--- src/rtl/irq_dispatch_pkg.sv ---
// Shared constants and types for the interrupt capture and dispatch block.
// Assumes four request sources in a fixed bit order that the decoder relies on.
package irq_dispatch_pkg;

    localparam int NSRC = 4;

    // bit position of each source inside the pending vector
    localparam int SRC_RST  = 0;
    localparam int SRC_NMI  = 1;
    localparam int SRC_IRQ  = 2;
    localparam int SRC_FIRQ = 3;

    // how a pending cell arms itself
    typedef enum logic [1:0] {
        CAP_EDGE   = 2'd0,  // falling edge of pin
        CAP_LEVEL  = 2'd1,  // low level while allowed
        CAP_DIRECT = 2'd2   // every cycle while pin low
    } cap_mode_e;

    // pick the capture mode for a source index
    function automatic cap_mode_e mode_of(input int idx);
        if (idx == SRC_IRQ)      return CAP_LEVEL;
        else if (idx == SRC_RST) return CAP_DIRECT;
        else                     return CAP_EDGE;
    endfunction

endpackage

--- src/rtl/irq_req_cell.sv ---
// One pending-request flop with its arming logic.
// Modes: edge (arms on a pin fall seen between two clocks), level (arms while
// pin low and allow high), direct (arms while pin low). The acknowledge clears
// the flop; an arming condition in the same cycle wins over the acknowledge.
// Assumes pin_n is already synchronous to clk.
module irq_req_cell
    import irq_dispatch_pkg::*;
#(
    parameter cap_mode_e MODE = CAP_EDGE
) (
    input  logic clk,
    input  logic rst_n,
    input  logic pin_n,
    input  logic allow,
    input  logic ack,
    output logic pending
);

    logic pin_q;
    logic arm;

    // decide whether this cycle arms the flop
    always_comb begin
        case (MODE)
            CAP_EDGE:  arm = pin_q & ~pin_n;
            CAP_LEVEL: arm = ~pin_n & allow;
            default:   arm = ~pin_n;
        endcase
    end

    // previous pin level and pending state
    always_ff @(posedge clk) begin
        if (!rst_n) begin
            pin_q   <= 1'b0;
            pending <= 1'b0;
        end else begin
            pin_q <= pin_n;
            if (arm)
                pending <= 1'b1;
            else if (ack)
                pending <= 1'b0;
        end
    end

endmodule

--- src/rtl/irq_snap_stage.sv ---
// Step-1 capture of the pending vector and the select flag.
// The capture is masked to zero while any extension opcode bit is set.
// Outputs hold between step-1 edges. Assumes step1 is a one-cycle strobe.
module irq_snap_stage #(
    parameter int N     = 4,
    parameter int EXT_W = 2
) (
    input  logic             clk,
    input  logic             rst_n,
    input  logic             step1,
    input  logic [EXT_W-1:0] ext_op,
    input  logic [N-1:0]     pend,
    output logic [N-1:0]     snap,
    output logic             sel
);

    logic          masked;
    logic [N-1:0]  next_snap;

    // gate the requests while a multi-byte opcode is running
    always_comb begin
        masked    = |ext_op;
        next_snap = masked ? '0 : pend;
    end

    // freeze snapshot and select flag at step 1
    always_ff @(posedge clk) begin
        if (!rst_n) begin
            snap <= '0;
            sel  <= 1'b0;
        end else if (step1) begin
            snap <= next_snap;
            sel  <= |next_snap;
        end
    end

endmodule

--- src/rtl/irq_field_mux.sv ---
// Decoder address field select: zero-extended snapshot or latched opcode.
// Purely combinational. Assumes OP_W >= N.
module irq_field_mux #(
    parameter int OP_W = 8,
    parameter int N    = 4
) (
    input  logic            sel,
    input  logic [N-1:0]    snap,
    input  logic [OP_W-1:0] opcode,
    output logic [OP_W-1:0] field
);

    localparam int PAD = OP_W - N;

    logic [OP_W-1:0] snap_ext;

    generate
        if (PAD > 0) begin : g_pad
            // widen the snapshot with leading zeros
            always_comb snap_ext = {{PAD{1'b0}}, snap};
        end else begin : g_nopad
            // snapshot already fills the field
            always_comb snap_ext = snap;
        end
    endgenerate

    // pick the source the decoder sees
    always_comb field = sel ? snap_ext : opcode;

endmodule

--- src/rtl/irq_dispatch.sv ---
// Interrupt request capture and dispatch (top).
// Four pending cells (reset, NMI, IRQ, FIRQ) feed a step-1 snapshot stage,
// whose flag steers the decoder field between requests and opcode.
// Assumes all pins are synchronous to clk; rst_n is synchronous, active low.
module irq_dispatch
    import irq_dispatch_pkg::*;
#(
    parameter int OP_W  = 8,
    parameter int EXT_W = 2
) (
    input  logic             clk,
    input  logic             rst_n,
    input  logic             rst_req_n,
    input  logic             nmi_n,
    input  logic             irq_n,
    input  logic             firq_n,
    input  logic             irq_disable,
    input  logic [NSRC-1:0]  ack,
    input  logic             step1,
    input  logic [EXT_W-1:0] ext_op,
    input  logic [OP_W-1:0]  opcode,
    output logic             special_sel,
    output logic [NSRC-1:0]  pend_snap,
    output logic [OP_W-1:0]  dec_field
);

    logic [NSRC-1:0] pin_vec;
    logic [NSRC-1:0] pend;

    // gather pins in pending-bit order
    always_comb begin
        pin_vec           = '1;
        pin_vec[SRC_RST]  = rst_req_n;
        pin_vec[SRC_NMI]  = nmi_n;
        pin_vec[SRC_IRQ]  = irq_n;
        pin_vec[SRC_FIRQ] = firq_n;
    end

    generate
        for (genvar i = 0; i < NSRC; i++) begin : g_src
            irq_req_cell #(
                .MODE (mode_of(i))
            ) cell_i (
                .clk     (clk),
                .rst_n   (rst_n),
                .pin_n   (pin_vec[i]),
                .allow   (~irq_disable),
                .ack     (ack[i]),
                .pending (pend[i])
            );
        end
    endgenerate

    irq_snap_stage #(
        .N     (NSRC),
        .EXT_W (EXT_W)
    ) snap_i (
        .clk    (clk),
        .rst_n  (rst_n),
        .step1  (step1),
        .ext_op (ext_op),
        .pend   (pend),
        .snap   (pend_snap),
        .sel    (special_sel)
    );

    irq_field_mux #(
        .OP_W (OP_W),
        .N    (NSRC)
    ) mux_i (
        .sel    (special_sel),
        .snap   (pend_snap),
        .opcode (opcode),
        .field  (dec_field)
    );

endmodule

--- config.mk ---
export PLATFORM = sky130hd
export DESIGN_NAME = irq_dispatch
export DESIGN_NICKNAME = d
export VERILOG_FILES = /design/src/rtl/irq_dispatch_pkg.sv /design/src/rtl/irq_req_cell.sv /design/src/rtl/irq_snap_stage.sv /design/src/rtl/irq_field_mux.sv /design/src/rtl/irq_dispatch.sv
export SDC_FILE = /design/constraint.sdc
export NUM_CORES = 1
export LEC_CHECK = 0
export CAP_MARGIN = 20
export CORE_MARGIN = 8
export CORE_UTILIZATION = 36
export CTS_BUF_LIST = sky130_fd_sc_hd__clkbuf_4
export DETAILED_ROUTE_END_ITERATION = 8
export PLACE_DENSITY = 0.91
export RECOVER_POWER = 100
export SETUP_SLACK_MARGIN = 0.2
export SLEW_MARGIN = 25
export SYNTH_ARGS = -nofsm -noshare
export SYNTH_HDL_FRONTEND = slang
export SYNTH_SLANG_ARGS = --single-unit
--- constraint.sdc ---
create_clock -name clk -period 1 [get_ports clk]
set_input_delay 0.2 -clock clk [delete_from_list [all_inputs] [get_ports clk]]
set_output_delay 0.2 -clock clk [all_outputs]
set_load 0.01 [all_outputs]
==> summary.txt, run 1 <==
Status
  – Result of the run: finished, violations left
  – Violations in the final reports: negative setup slack

Yosys
  – Synthesized area per cell: around 9.8 um^2
  – Library cell occupying the most area in the post-synthesis netlist: sky130_fd_sc_hd__dfxtp_1
  – Synthesized netlist net count: 76
  – Fraction of the yosys area taken by sequential cells: 0.416
  – Synth Warn #: 0
  – Cells after synthesis: between 50 and 60
  – Most area-consuming cells after synthesis: sky130_fd_sc_hd__dfxtp_1, sky130_fd_sc_hd__mux2_4, sky130_fd_sc_hd__a21boi_1
  – Cell variety after synth: 16
  – Fraction of post-synthesis cell area in the top cell type by area: 0.416
  – Synthesis-stage register bit count: 11
  – Synthesized cell area: roughly 530 um^2

Cells and area
  – Area added between synthesis and finish: 89.4%
  – Number of antenna repair diodes: 0
  – Layout filler cell count: 100
  – Share of final-layout standard cells stronger than drive strength 1: 0.400
  – Final-stage net count: 123

Setup path
  – Logic depth of the worst register-to-register path: 3
  – Crit path to: dec_field[2]
  – CP startpoint kind: flop
  – CP Data Arrival Time: 1.10 ns
  – Setup slack of the most critical reg-to-reg path: about 0.10 ns
  – Launch point of the worst reg-to-reg path: snap_i.sel$_SDFFE_PN0P_
  – Critical path origin: snap_i.sel$_SDFFE_PN0P_
  – Setup crit end kind: output port
  – Required time of the critical path: 0.80 ns
  – Largest driver fanout on the critical path: 6
  – End of the worst register-to-register path: snap_i.sel$_SDFFE_PN0P_
  – Critical path class: reg2out

Run
  – Number of max-cap violations: 0

Worst hold path
  – Origin of the worst min-delay path: rst_n
  – Tightest Hold Check Type: in2reg
  – Cell depth of the worst hold path: 3

Clock network
  – Cts hold-fix bufs: 0
  – TritonCTS clock tree: built
  – Maximum clock path buffer count: 2
  – Clock buffer count from CTS: 3
  – H-tree depth reported by CTS: 1
  – Clock slew seen by the registers of the worst setup and hold paths: about 0.070 ns
  – TritonCTS sink count: 11
  – Library cell used as clock root buffer: sky130_fd_sc_hd__clkbuf_4
  – Clock insertion delay at the later pin of the skew report: 0.26 ns

Route
  – Detailed-route via count: 551
  – Count of routing violations after the opening detailed-route iteration: 8
  – Routed len/inst: 14.2 um
  – Via count normalized by instance count: 4.75
  – Remaining DRCs: 0
  – Total routed wirelength: roughly 1600 um
  – Final antenna-violating net count: 0
  – First drt pass iteration count: 4

STA
  – Total negative slack for setup checks: -2.26 ns
  – Part of the cycle the worst path needs: 1.30
  – Number of hold-slack violations in the final timing report: 0
  – Max frequency: a little under 800 MHz
  – Number of pins with negative max-slew slack in the final report: 0
  – Unrepaired setup endpoints after global routing: yes
  – Shortest period the worst path allows: about 1.3 ns
  – Post-route worst hold slack: about 0.29 ns
  – Number of setup violations in the final report: 13
  – Transition time at the pin with the least slew margin: around 0.38 ns
  – Maximum clock skew at final layout: ~0.0019 ns
  – Worst Slack Setup Final: -0.297 ns
  – Remaining max-slew budget at the tightest pin: 0.749

Placed design
  – Worst setup slack before clock tree synthesis: -0.562 ns
  – Final RePlAce weighted congestion: approximately 0.77
  – Port-buffer cells: 34

Global routing
  – Maximum number of pins on one net before global-route repair: 12
  – Via count of the first global-routing pass: between 500 and 600
  – GRT Resource Usage Total: 0.106
  – Total congestion overflow after global routing: 0
  – Global-route wire length before repair: ~2300 um
  – Initial antenna violation count: 0

Die
  – Site row count: 14
  – Ports placed on the boundary: 35
  – Vertical die dimension: approximately 54 um
  – Initial cell density of the core: 0.368
  – Floorplan die area: between 2000 and 3000 um^2
  – Std-Cell Core Area: around 1400 um^2
  – X dimension of the die: about 54 um

Pwr
  – Leakage: 0.444 nW
  – Highest ir drop seen on vdd: 0.000585 V
  – P per Cell Area: between 1000 and 1500 nW/um^2
-- synth_stat cells (all sizes together) --
library cell	number
dfxtp	11
a21boi	5
and2	5
inv	5
nand2b	5
mux2	4
nand3	4
nor2b	4
o22ai	3
buf	2
a21oi	1
clkbuf	1
nor2	1
nor4	1
o211ai	1
o21ai	1
-- critical path: stages, from the launching register on --
cell                      delay [ns]
sky130_fd_sc_hd__dfxtp_4        0.40
sky130_fd_sc_hd__mux2_4         0.31
sky130_fd_sc_hd__buf_6          0.12
-- cells by family after synthesis --
family,Yosys count,synth area share
simple gates,20,0.236
compound gates,11,0.147
flops,11,0.416
buf+inv,8,0.0875
mux,4,0.113
-- state kept, by name (all words and copies together) (netlist names) --
signal                count
snap_i.sel                1
g_src.cell_i.pending      4
snap_i.snap               4
g_src.cell_i.pin_q        2
-- final cells by class --
class / instances / area [um^2] / share of cell area
clock buffer: 4 / 30.0 / 0.0300
inverter: 5 / 18.8 / 0.0187
multi-input combinational: 35 / 280 / 0.280
sequential: 11 / 226 / 0.226
tap: 16 / 20.0 / 0.0200
timing repair buffer: 45 / 427 / 0.426
-- worst min path at each step --
stage / to
3_3_place_gp: g_src[0].cell_i.pending$_SDFFE_PN0P_
3_5_place_dp: g_src[0].cell_i.pending$_SDFFE_PN0P_
2_1_floorplan: g_src[0].cell_i.pending$_SDFFE_PN0P_
5_1_grt: snap_i.sel$_SDFFE_PN0P_
4_1_cts: snap_i.sel$_SDFFE_PN0P_
6_report: snap_i.sel$_SDFFE_PN0P_
-- metal layers --
| metal | part of all wire | global-route usage | vias to the layer above |
|---|---|---|---|
| met2 | 0.50 | 0.191 | 28 |
| li1 | - | - | 273 |
| met3 | 0.14 | 0.0435 | 2 |
| met5 | 0 | 0 | - |
| met4 | 0.011 | 0.0492 | 0 |
| met1 | 0.35 | 0.102 | 248 |
-- stage by stage --
stage / power [mW] / area [um^2] / utilization / std cells
global placement: 0.719 / 901 / 0.627 / 106
finish: 1.04 / 1000 / 0.698 / 116
CTS: 1.05 / 957 / 0.666 / 112
detailed placement: 0.727 / 901 / 0.627 / 106
floorplan: 0.575 / 531 / - / 54
global route: 1.09 / 1000 / 0.698 / 116
-- cell usage in the layout (no fill, tap or decap), types with 4 or more instances in the layout --
cell type,n
sky130_fd_sc_hd__buf_2,6
sky130_fd_sc_hd__inv_1,5
sky130_fd_sc_hd__mux2_4,4
sky130_fd_sc_hd__buf_4,4
sky130_fd_sc_hd__clkdlybuf4s50_1,15
sky130_fd_sc_hd__clkbuf_4,4
sky130_fd_sc_hd__nand3_1,4
sky130_fd_sc_hd__dfxtp_1,8
sky130_fd_sc_hd__buf_6,14
-- report_power, final --
part	total, mW	switching (mW)	internal [mW]	leakage, nW
combinational	0.249	0.0834	0.166	0.334
clock	0.321	0.139	0.181	0.0184
sequential	0.470	0.0155	0.454	0.0918
-- what timing repair did --
item | CTS | global route
resized for setup | 75 | 5
gates cloned | 0 | 1
pin swaps | 1 | 0
setup buffers | 2 | 3
endpoints found under the setup margin | 19 | 19
(Power assumes the default switching activity.)
==> run 2: changes to the inputs <==
Settings changed: CTS_CLUSTER_DIAMETER from default to 50.
==> results of run 2 <==
Same layout as run 1: the final DEF is identical, and so are final timing and power.
==> run 3: changes to the inputs <==
Settings changed: GPL_ROUTABILITY_DRIVEN from default to 1.
==> results of run 3 <==
Same layout as run 1: the final DEF is identical, and so are final timing and power.
